[src/rtl/exp_cordic_pkg.sv]
package exp_cordic_pkg;

  // fixed-point scale used for elaboration-time constant evaluation
  localparam int unsigned FX_S = 60;

  typedef enum logic [1:0] {ST_IDLE, ST_ITER, ST_FIN} cordic_st_e;

  function automatic logic [63:0] fx_round(input logic [63:0] v, input int unsigned fb);
    return (v + (64'd1 << (FX_S - fb - 1))) >> (FX_S - fb);
  endfunction

  // arctanh(2^-i) by its odd power series, fb fraction bits
  function automatic logic [63:0] atanh_pow2(input int unsigned i, input int unsigned fb);
    logic [63:0] p;
    logic [63:0] acc;
    p   = 64'd1 << (FX_S - i);
    acc = '0;
    for (int k = 0; k < 40; k++) begin
      acc = acc + p / 64'(2 * k + 1);
      p   = p >> (2 * i);
    end
    return fx_round(acc, fb);
  endfunction

  // ln2 = 2*arctanh(1/3), fb fraction bits
  function automatic logic [63:0] ln2_fx(input int unsigned fb);
    logic [63:0] p;
    logic [63:0] acc;
    p   = (64'd1 << FX_S) / 64'd3;
    acc = '0;
    for (int k = 0; k < 40; k++) begin
      acc = acc + p / 64'(2 * k + 1);
      p   = p / 64'd9;
    end
    return fx_round(acc << 1, fb);
  endfunction

  // shift indices 4, 13, 40, ... are executed twice
  function automatic bit is_repeat(input int unsigned i);
    int unsigned k;
    bit r;
    k = 4;
    r = 1'b0;
    for (int j = 0; j < 8; j++) begin
      if (i == k) r = 1'b1;
      k = 3 * k + 1;
    end
    return r;
  endfunction

  function automatic int unsigned n_steps(input int unsigned last_i);
    int unsigned cnt;
    cnt = 0;
    for (int unsigned i = 1; i <= last_i; i++) cnt += is_repeat(i) ? 2 : 1;
    return cnt;
  endfunction

  function automatic int unsigned step_shift(input int unsigned s, input int unsigned last_i);
    int unsigned cnt;
    int unsigned res;
    cnt = 0;
    res = 1;
    for (int unsigned i = 1; i <= last_i; i++) begin
      for (int unsigned rr = 0; rr < (is_repeat(i) ? 2 : 1); rr++) begin
        if (cnt == s) res = i;
        cnt++;
      end
    end
    return res;
  endfunction

  function automatic logic [63:0] isqrt64(input logic [63:0] v);
    logic [63:0] res;
    logic [63:0] t;
    res = '0;
    for (int b = 31; b >= 0; b--) begin
      t = res | (64'd1 << b);
      if (t * t <= v) res = t;
    end
    return res;
  endfunction

  // reciprocal of the hyperbolic gain over the whole step schedule
  function automatic logic [63:0] inv_gain(input int unsigned last_i, input int unsigned fb);
    logic [63:0] prod;
    logic [63:0] s;
    prod = 64'd1 << 40;
    for (int unsigned i = 1; i <= last_i; i++) begin
      for (int unsigned rr = 0; rr < (is_repeat(i) ? 2 : 1); rr++)
        prod = prod - (prod >> (2 * i));
    end
    s = isqrt64(prod << 20);
    return ((64'd1 << (30 + fb)) + (s >> 1)) / s;
  endfunction

  // largest multiple count of ln2 reachable by the argument
  function automatic int unsigned q_max(input int unsigned arg_w, input int unsigned fb_arg,
                                        input int unsigned fb_int);
    logic [63:0] ln;
    logic [63:0] maxv;
    int unsigned cnt;
    ln   = ln2_fx(fb_int);
    maxv = ((64'd1 << arg_w) - 64'd1) << (fb_int - fb_arg);
    cnt  = 1;
    for (int unsigned k = 1; k < 64; k++) if (64'(k) * ln <= maxv) cnt = k;
    return cnt;
  endfunction

endpackage

[src/rtl/exp_cordic_reduce.sv]
module exp_cordic_reduce
  import exp_cordic_pkg::*;
#(
  parameter int ARG_W   = 16,
  parameter int GUARD_W = 6,
  parameter int IF      = 18,
  parameter int Q_MAX   = 23,
  parameter int QW      = 5
) (
  input  logic [ARG_W-1:0] arg_i,
  output logic [QW-1:0]    q_o,
  output logic [IF-1:0]    r_o
);

  localparam int AEW = ARG_W + GUARD_W;
  localparam logic [63:0] LN2_I = ln2_fx(IF);

  logic [AEW-1:0] a_ext;
  logic [AEW-1:0] mult_tbl [Q_MAX];
  logic [Q_MAX-1:0] ge;
  logic [AEW-1:0] base;

  assign a_ext = {arg_i, {GUARD_W{1'b0}}};

  // comparator bank against k*ln2, k = 1..Q_MAX (thermometer result)
  for (genvar k = 1; k <= Q_MAX; k++) begin : g_mult
    localparam logic [63:0] MK = 64'(k) * LN2_I;
    assign mult_tbl[k-1] = AEW'(MK);
    assign ge[k-1]       = (a_ext >= mult_tbl[k-1]);
  end

  always_comb begin
    q_o  = '0;
    base = '0;
    for (int k = 1; k <= Q_MAX; k++) begin
      if (ge[k-1]) begin
        q_o  = QW'(k);
        base = mult_tbl[k-1];
      end
    end
    r_o = IF'(a_ext - base);
  end

endmodule

[src/rtl/exp_cordic_angles.sv]
module exp_cordic_angles
  import exp_cordic_pkg::*;
#(
  parameter int LAST_I  = 14,
  parameter int N_STEPS = 16,
  parameter int SW      = 4,
  parameter int SHW     = 4,
  parameter int IF      = 18
) (
  input  logic [SW-1:0]  idx_i,
  output logic [SHW-1:0] shift_o,
  output logic [IF-1:0]  angle_o
);

  logic [SHW-1:0] sh_tbl [N_STEPS];
  logic [IF-1:0]  an_tbl [N_STEPS];

  for (genvar s = 0; s < N_STEPS; s++) begin : g_step
    localparam int unsigned SH_S = step_shift(s, LAST_I);
    assign sh_tbl[s] = SHW'(SH_S);
    assign an_tbl[s] = IF'(atanh_pow2(SH_S, IF));
  end

  always_comb begin
    shift_o = '0;
    angle_o = '0;
    for (int s = 0; s < N_STEPS; s++) begin
      if (idx_i == SW'(s)) begin
        shift_o = sh_tbl[s];
        angle_o = an_tbl[s];
      end
    end
  end

endmodule

[src/rtl/exp_cordic_core.sv]
module exp_cordic_core #(
  parameter int IW  = 21,
  parameter int IF  = 18,
  parameter int SHW = 4,
  parameter logic [IW-1:0] INV_GAIN = '0
) (
  input  logic                 clk,
  input  logic                 load_i,
  input  logic                 step_i,
  input  logic [IF-1:0]        r_i,
  input  logic [SHW-1:0]       shift_i,
  input  logic [IF-1:0]        angle_i,
  output logic signed [IW-1:0] sum_o
);

  logic signed [IW-1:0] x_q, y_q, z_q;
  logic signed [IW-1:0] x_n, y_n, z_n;
  logic signed [IW-1:0] xs, ys, ang_s;

  always_comb begin
    x_n   = x_q;
    y_n   = y_q;
    z_n   = z_q;
    xs    = x_q >>> shift_i;
    ys    = y_q >>> shift_i;
    ang_s = $signed({{(IW-IF){1'b0}}, angle_i});
    if (load_i) begin
      x_n = $signed(INV_GAIN);
      y_n = '0;
      z_n = -$signed({{(IW-IF){1'b0}}, r_i});
    end else if (step_i) begin
      if (!z_q[IW-1]) begin
        x_n = x_q + ys;
        y_n = y_q + xs;
        z_n = z_q - ang_s;
      end else begin
        x_n = x_q - ys;
        y_n = y_q - xs;
        z_n = z_q + ang_s;
      end
    end
  end

  always_ff @(posedge clk) begin
    if (load_i || step_i) begin
      x_q <= x_n;
      y_q <= y_n;
      z_q <= z_n;
    end
  end

  assign sum_o = x_q + y_q;

endmodule

[src/rtl/exp_cordic_ctrl.sv]
module exp_cordic_ctrl
  import exp_cordic_pkg::*;
#(
  parameter int N_STEPS = 16,
  parameter int SW      = 4
) (
  input  logic          clk,
  input  logic          rst_n,
  input  logic          start_i,
  output logic          load_o,
  output logic          step_o,
  output logic          fin_o,
  output logic          busy_o,
  output logic [SW-1:0] idx_o
);

  cordic_st_e    state_q, state_n;
  logic [SW-1:0] cnt_q, cnt_n;
  logic          cnt_en;

  always_comb begin
    state_n = state_q;
    cnt_n   = cnt_q;
    cnt_en  = 1'b0;
    case (state_q)
      ST_IDLE: begin
        if (start_i) begin
          state_n = ST_ITER;
          cnt_n   = '0;
          cnt_en  = 1'b1;
        end
      end
      ST_ITER: begin
        cnt_en = 1'b1;
        cnt_n  = cnt_q + SW'(1);
        if (cnt_q == SW'(N_STEPS - 1)) state_n = ST_FIN;
      end
      ST_FIN:  state_n = ST_IDLE;
      default: state_n = ST_IDLE;
    endcase
  end

  always_ff @(posedge clk or negedge rst_n) begin
    if (!rst_n) begin
      state_q <= ST_IDLE;
      cnt_q   <= '0;
    end else begin
      state_q <= state_n;
      if (cnt_en) cnt_q <= cnt_n;
    end
  end

  assign load_o = (state_q == ST_IDLE) && start_i;
  assign step_o = (state_q == ST_ITER);
  assign fin_o  = (state_q == ST_FIN);
  assign busy_o = (state_q != ST_IDLE);
  assign idx_o  = cnt_q;

endmodule

[src/rtl/exp_cordic_unit.sv]
module exp_cordic_unit
  import exp_cordic_pkg::*;
#(
  parameter int FRAC_W  = 12,
  parameter int ARG_IW  = 4,
  parameter int GUARD_W = 6
) (
  input  logic                     clk,
  input  logic                     rst_n,
  input  logic                     start_i,
  input  logic [ARG_IW+FRAC_W-1:0] arg_i,
  output logic                     busy_o,
  output logic                     done_o,
  output logic [FRAC_W:0]          res_o
);

  localparam int ARG_W   = ARG_IW + FRAC_W;
  localparam int OUT_W   = FRAC_W + 1;
  localparam int IF      = FRAC_W + GUARD_W;
  localparam int IW      = IF + 3;
  localparam int LAST_I  = FRAC_W + 2;
  localparam int N_STEPS = int'(n_steps(LAST_I));
  localparam int SW      = $clog2(N_STEPS);
  localparam int SHW     = $clog2(LAST_I + 1);
  localparam int Q_MAX   = int'(q_max(ARG_W, FRAC_W, IF));
  localparam int QW      = $clog2(Q_MAX + 1);
  localparam logic [IW-1:0] INV_G = IW'(inv_gain(LAST_I, IF));
  localparam logic [IW:0]   ONE_V = (IW+1)'(1) << FRAC_W;

  logic          load, step, fin;
  logic [SW-1:0] idx;
  logic [QW-1:0] q_red, q_q;
  logic [IF-1:0] r_red;
  logic [SHW-1:0] shift;
  logic [IF-1:0]  angle;
  logic signed [IW-1:0] sum_s;

  logic [IW:0]      sum_u, rnd_v;
  logic [7:0]       tsh;
  logic [OUT_W-1:0] res_n, res_q;
  logic             done_q;

  exp_cordic_ctrl #(.N_STEPS(N_STEPS), .SW(SW)) i_ctrl (
    .clk(clk), .rst_n(rst_n), .start_i(start_i),
    .load_o(load), .step_o(step), .fin_o(fin), .busy_o(busy_o), .idx_o(idx)
  );

  exp_cordic_reduce #(.ARG_W(ARG_W), .GUARD_W(GUARD_W), .IF(IF), .Q_MAX(Q_MAX), .QW(QW)) i_reduce (
    .arg_i(arg_i), .q_o(q_red), .r_o(r_red)
  );

  exp_cordic_angles #(.LAST_I(LAST_I), .N_STEPS(N_STEPS), .SW(SW), .SHW(SHW), .IF(IF)) i_angles (
    .idx_i(idx), .shift_o(shift), .angle_o(angle)
  );

  exp_cordic_core #(.IW(IW), .IF(IF), .SHW(SHW), .INV_GAIN(INV_G)) i_core (
    .clk(clk), .load_i(load), .step_i(step), .r_i(r_red),
    .shift_i(shift), .angle_i(angle), .sum_o(sum_s)
  );

  // shift count is kept for the output stage
  always_ff @(posedge clk) begin
    if (load) q_q <= q_red;
  end

  // 2^-q scaling, guard-bit removal, rounding and saturation
  always_comb begin
    tsh   = 8'(GUARD_W) + 8'(q_q);
    sum_u = {1'b0, sum_s};
    rnd_v = (sum_u + ((IW+1)'(1) << (tsh - 8'd1))) >> tsh;
    if (sum_s[IW-1] || (int'(q_q) >= OUT_W)) res_n = '0;
    else if (rnd_v > ONE_V)                 res_n = OUT_W'(ONE_V);
    else                                    res_n = rnd_v[OUT_W-1:0];
  end

  always_ff @(posedge clk or negedge rst_n) begin
    if (!rst_n) begin
      res_q  <= '0;
      done_q <= 1'b0;
    end else begin
      done_q <= fin;
      if (fin) res_q <= res_n;
    end
  end

  assign res_o  = res_q;
  assign done_o = done_q;

endmodule

[config.mk]
export PLATFORM = sky130hd
export DESIGN_NAME = exp_cordic_unit
export DESIGN_NICKNAME = d
export VERILOG_FILES = /design/src/rtl/exp_cordic_pkg.sv /design/src/rtl/exp_cordic_reduce.sv /design/src/rtl/exp_cordic_angles.sv /design/src/rtl/exp_cordic_core.sv /design/src/rtl/exp_cordic_ctrl.sv /design/src/rtl/exp_cordic_unit.sv
export SDC_FILE = /design/constraint.sdc
export NUM_CORES = 1
export LEC_CHECK = 0
export BUFFER_PORTS_ARGS = -buffer_cell sky130_fd_sc_hd__buf_2
export CAP_MARGIN = 30
export CORE_MARGIN = 2
export CORE_UTILIZATION = 60
export CTS_BUF_LIST = sky130_fd_sc_hd__clkbuf_8
export DETAILED_ROUTE_END_ITERATION = 10
export PLACE_DENSITY = 0.73
export SKIP_LAST_GASP = 1
export SLEW_MARGIN = 20
export SYNTH_ARGS = -nofsm -noshare
export SYNTH_HDL_FRONTEND = slang
export SYNTH_SLANG_ARGS = --single-unit
[constraint.sdc]
create_clock -name clk -period 7.7 [get_ports clk]
set_clock_uncertainty 0.15 [all_clocks]
set_input_delay 1.54 -clock clk [delete_from_list [all_inputs] [get_ports clk]]
set_output_delay 1.54 -clock clk [all_outputs]
set_load 0.005 [all_outputs]
Word level (Yosys, flattened, before mapping):

Cells that the tools add are included.
Widths: inputs -> output; s select.

* add/sub/neg operators: 13
* magnitude comparators: 25
* equality and inequality tests: 19
* shifts and indexed selects: 4
* multiplexer cells: 93
* reduce and logical (&&, ||, !) cells: 14

Operators by type and width (number)
* $mux 18: 39
* $ge 22x22->1 const B: 12
* $mux 21: 7
* $ge 22x21->1 const B: 6
* $mux 4: 17
* $ge 22x20->1 const B: 3
* $add 21x21->21: 3
* $sshr 21x4->21: 2
* $sub 21x21->21: 2
* $mux 3: 13
* $eq 4x4->1 const B: 8
* $mux 13: 2
* $add 21x22->22: 1
* $ge 22x18->1 const B: 1
* $ge 22x19->1 const B: 1
* $gt 22x13->1 const B: 1
* $shl 1x8->22 const A: 1
* $shr 22x6->22: 1
* $add 21x19->21: 1
* $neg 18->21: 1
* $sub 21x19->21: 1
* $sub 18x18->18: 1
* $eq 4x3->1 const B: 4
* $mux 2: 8
* other kinds (23): 32

* flip-flop bits (word level): 88
* logic and storage cells: 179

Logic depth before layout (Yosys ltp):

* depth in word-level cells: 27
* mapped depth: 30

By module:

Synthesis repeated with hierarchy kept, for this count alone.

* cells, all modules: 1974
* area total of the unflattened synthesis: 16044.1 µm²

Modules (own cells, without submodules)
* exp_cordic_core: instances 1, cells an instance 1152, area an instance 9997.1 µm², seq. area each 1891.8 µm²
* exp_cordic_unit: instances 1, cells an instance 388, area an instance 3121.7 µm², seq. area each 500.5 µm²
* exp_cordic_reduce: instances 1, cells an instance 352, area an instance 2238.4 µm², seq. area each 0.0 µm²
* exp_cordic_angles: instances 1, cells an instance 55, area an instance 405.4 µm², seq. area each 0.0 µm²
* exp_cordic_ctrl: instances 1, cells an instance 27, area an instance 281.5 µm², seq. area each 150.1 µm²

Worst setup path after synthesis:

No wires, ideal clock.

* kind: in2reg
* start: input arg_i[6]
* end: register i_core.z_q[15] (data pin)
* arrival: 5845 ps
* path slack: 1446 ps
* stages: 24
* buffers on the path: 3
* cell sequence: clkbuf_1 -> buf_2 -> nor3_1 -> o21ai_0 -> a221oi_2 -> a31oi_1 -> o21ai_0 -> a21oi_1 -> o21bai_1 -> a21oi_1 -> o21a_1 -> o21a_1 -> ha_1 -> clkbuf_1 -> nand2_1 -> inv_1 -> a41oi_2 -> xnor2_1 -> nor3b_1 -> mux2_2 -> o2111ai_1 -> nor3_2 -> and3_1 -> o31a_1

* longest elaborated chain between the ends: 27
* elaborated cells between the ends (all ways): 49
* classes of those cells: 2 x add/sub; 23 x order compare; 24 x mux

Ends and longest elaborated chain
* start, declared: line exp_cordic_unit.sv:11 `input logic [ARG_IW+FRAC_W-1:0] arg_i,`
* $ge 22x18->1: line exp_cordic_reduce.sv:29 `assign ge[k-1] = (a_ext >= mult_tbl[k-1]);`
* $mux 18 (23 in a row): line exp_cordic_reduce.sv:36 `if (ge[k-1]) begin`
* $sub 18x18->18 (*): line exp_cordic_reduce.sv:41 `r_o = IF'(a_ext - base);`
* $neg 18->21 (*): line exp_cordic_core.sv:30 `z_n = -$signed({{(IW-IF){1'b0}}, r_i});`
* $mux 21 (*): line exp_cordic_core.sv:27 `if (load_i) begin`
* named net i_core.z_n[15]: line exp_cordic_core.sv:17 `logic signed [IW-1:0] x_n, y_n, z_n;`
* end signal, assigned: line exp_cordic_core.sv:48 `z_q <= z_n;`
* end, declared: line exp_cordic_core.sv:16 `logic signed [IW-1:0] x_q, y_q, z_q;`

The timed path passes the listed nets; every way through them passes the cells marked *.
A chain may end at the register's enable or synchronous reset.

Worst setup path after layout:

* start: register i_ctrl.cnt_q[1], in the netlist i_ctrl.idx_o[1]
* end: register i_core.y_q[20] (data pin)

* longest elaborated chain between the ends: 21
* elaborated cells between the ends (all ways): 37
* classes of those cells: 2 x add/sub; 15 x eq/ne; 1 x shift; 18 x mux; 1 x reduce/logical

Ends and longest elaborated chain
* start, declared: line exp_cordic_ctrl.sv:18 `logic [SW-1:0] cnt_q, cnt_n;`
* start signal, assigned: line exp_cordic_ctrl.sv:49 `if (cnt_en) cnt_q <= cnt_n;`
* $logic_not 4->1: line exp_cordic_angles.sv:28 `if (idx_i == SW'(s)) begin`
* $mux 1: line exp_cordic_angles.sv:28
* $mux 2 (2 in a row): line exp_cordic_angles.sv:28
* $mux 3 (5 in a row): line exp_cordic_angles.sv:28
* $mux 4 (7 in a row): line exp_cordic_angles.sv:28
* $mux 4 (*): line exp_cordic_angles.sv:28
* $sshr 21x4->21 (*): line exp_cordic_core.sv:24 `xs = x_q >>> shift_i;`
* $add 21x21->21 or $sub 21x21->21 (tied branches): line exp_cordic_core.sv:34, exp_cordic_core.sv:38
* $mux 21 (*): line exp_cordic_core.sv:32 `if (!z_q[IW-1]) begin`
* $mux 21 (*): line exp_cordic_core.sv:31 `end else if (step_i) begin`
* end signal, assigned: line exp_cordic_core.sv:47 `y_q <= y_n;`
* end, declared: line exp_cordic_core.sv:16

Every way passes the cells marked *; elsewhere a longest branch is shown, timed or not. The select of a mux whose other input is x is not followed.

==> flow_metrics.tcl <==
set metrics [dict create \
    outcome "complete, no violations" \
    drt_iter0_drc 1672 \
    hold_class "flop to flop" \
    seq_area_frac_synth_pct 17.1 \
    cpPeakStageDelay_ps 670 \
    die_h_um 162 \
    dr.max_layer_used "met4" \
    critPathLaunchType "flop" \
    drc 0 \
    yosys_warnings 0 \
    post_drt_wl_per_cell_um 20.1 \
    cp_data_arrival_time_ps 7390 \
    synth_async_sr_flop_share_pct 22.7 \
    gr-total-overflow 0 \
    max_cap_violations 0 \
    htreeDepth 3 \
    numPortBuffers 33 \
    netlist_top_cells_count "192 x nor2_1, 178 x a21oi_1, 148 x nand2_1, 121 x o21ai_0, 120 x ha_1" \
    yosys-top-cells-area "edfxtp_1 14%, ha_1 10%, a21oi_1 6.0%" \
    antenna_found_initial 0 \
    crit_start "i_ctrl.idx_o[1]" \
    cts_sinks 88 \
    syn_to_final_growth_pct 2.86 \
    syn_inst 1982 \
    layout.nets 2075 \
    cts_buffers 9 \
    synth_top_cell_area_share_pct 13.7 \
    endpoint_kind "flop" \
    synthesis.area_mm2 0.0149 \
    dr_wl_met2_mm 20.1 \
    synth_most_common_cell "nor2_1" \
    grt_pass1_vias 14125 \
    start_util_pct 61.3 \
    synth_top_flop_cell "edfxtp_1" \
    drt-met1-wl_mm 19.9 \
    yosysTopAreaCell "edfxtp_1" \
    path_clk_slew_ps 100 \
    route.met3.wl_mm 3.52 \
    reg2reg_slack_ps 410 \
    routed_via_density 6.78 \
    drive_gt1_share_pct 7.33 \
    timing.critical_path.required_ps 7800 \
    wirelength_mm 45.4 \
    firstDrtPassIters 6 \
    postCtsSetupBuffers 0 \
    gp_congestion 0.966 \
    max_freq_ghz 0.137 \
    relSlewSlack_pct 36.2 \
    cp_max_fo 23 \
    period_share_pct 94.7 \
    ys_seq_elements 88 \
    setup_viol 0 \
    r2r_start "i_ctrl.idx_o[1]" \
    synth_edf_count 68 \
    min_period_ps 7290 \
    grt_usage_pct 34.3 \
    cts.path.max_buffers 2 \
    cts_tree "done" \
    slowest_stage "o21ai_2" \
    cts-root-buf "clkbuf_8" \
    num_rows 57 \
    die_w_um 162 \
    crit_path_frequent_cell "a21oi_1" \
    tightestPinTransition_ps 932 \
    avgSynthCellArea_um2 7.52 \
    place_hpwl_mm 34.2 \
    clk_latency_ps 410 \
    worstHoldStart "res_o[9]" \
    core_area_mm2 0.0243 \
    hold_viol 0 \
    dieArea_mm2 0.0261 \
    vias 15326 \
    grt_max_degree 60 \
    drv_slew 0 \
    ant_nets 0 \
    ios 34 \
    synth_cell_types 97 \
    tns_ps 0 \
    critPathKind "flop to flop" \
    num_antenna_cells 0 \
    rsz0062_at_grt "false" \
    grt_pass1_wl_mm 73.5 \
]
-- metal layers --
metal	vias up	global-route usage, %
met5	-	0
met1	7139	47.7
met2	717	54.2
li1	7360	-
met4	0	13.3
met3	110	4.44
-- layout by cell type (no fill, tap or decap), drive strengths merged, types with 17 or more instances in the layout --
cell	instances
nand3	56
or3	21
and2	30
inv	77
a21o	42
o31ai	28
o21a	29
nor3	57
a21oi	178
buf	57
or2	17
a31oi	47
nand2	149
nor2	192
o21ai	128
o21bai	17
and3	30
xnor2	86
nand2b	21
a211oi	38
dfrtp	20
ha	120
o211ai	27
mux2i	53
edfxtp	68
xor2	53
nand4	27
a21boi	17
-- metrics by stage --
step                worst slack, ps  util, %  instance area [µm²]  hold slack, ps  std cells
CTS                             413     63.0                15300             357       2261
finish                          408     63.0                15300             355       2261
floorplan                      1450        -                14900             323       1985
global placement                460     62.3                15100             327       2245
global route                   8.07     63.0                15300             370       2261
detailed placement              446     62.3                15100             335       2245
-- final timing paths --
kind	to	cells past startpoint
worst max-delay path	i_core.y_q[20]	25
worst min-delay path	res_o[9]	1
worst max register to register	i_core.y_q[20]	25
worst min register to register	res_o[9]	1
max in group asynchronous	i_ctrl.state_q[1]	1
min in group asynchronous	res_o[8]	1
-- logic make-up (layout without fill, tap and decap cells) --
logic type | count (synthesis) | after routing | share of synthesized area [%]
adder cells (fa/ha/maj) | 125 | 125 | 10.7
XOR/XNOR | 139 | 139 | 8.17
other | 1 | 4 | 0.0252
multiplexers | 70 | 70 | 4.99
AND/OR/NAND/NOR | 667 | 667 | 22.3
buffers and inverters | 196 | 148 | 5.41
AO/OA/AOI/OAI | 696 | 696 | 31.4
flip-flops | 88 | 88 | 17.1
-- flip-flops by register name, indices dropped and copies added (netlist names) --
signal,flops
done_o,1
i_core.x_q,21
i_core.y_q,21
i_core.z_q,21
i_ctrl.idx_o,4
i_ctrl.state_q,2
q_q,5
res_o,13
-- critical path: cells and delay by family, from the launching register on --
kind,cells,cell delay (ps)
flip-flops,1,510
AO/OA/AOI/OAI,11,2770
adder cells (fa/ha/maj),3,970
buffers and inverters,2,290
multiplexers,4,1230
AND/OR/NAND/NOR,5,1200
-- repair_timing --
action	CTS	global route
resized for setup	0	3
endpoints found under the setup margin	0	7
hold buffers	0	0
-- cell type report --
| type | instances | area [µm²] |
|---|---|---|
| fill | 2227 | 8990 |
| tap | 324 | 405 |
| inverter | 75 | 282 |
| clock inverter | 7 | 47.5 |
| sequential | 88 | 2540 |
| clock buffer | 9 | 124 |
| timing repair buffer | 57 | 345 |
| multi-input combinational | 1701 | 11600 |
Power is left out: the tool's default activity adds up to more than one toggle a clock period on the data nets, which glitch-free logic cannot reach.
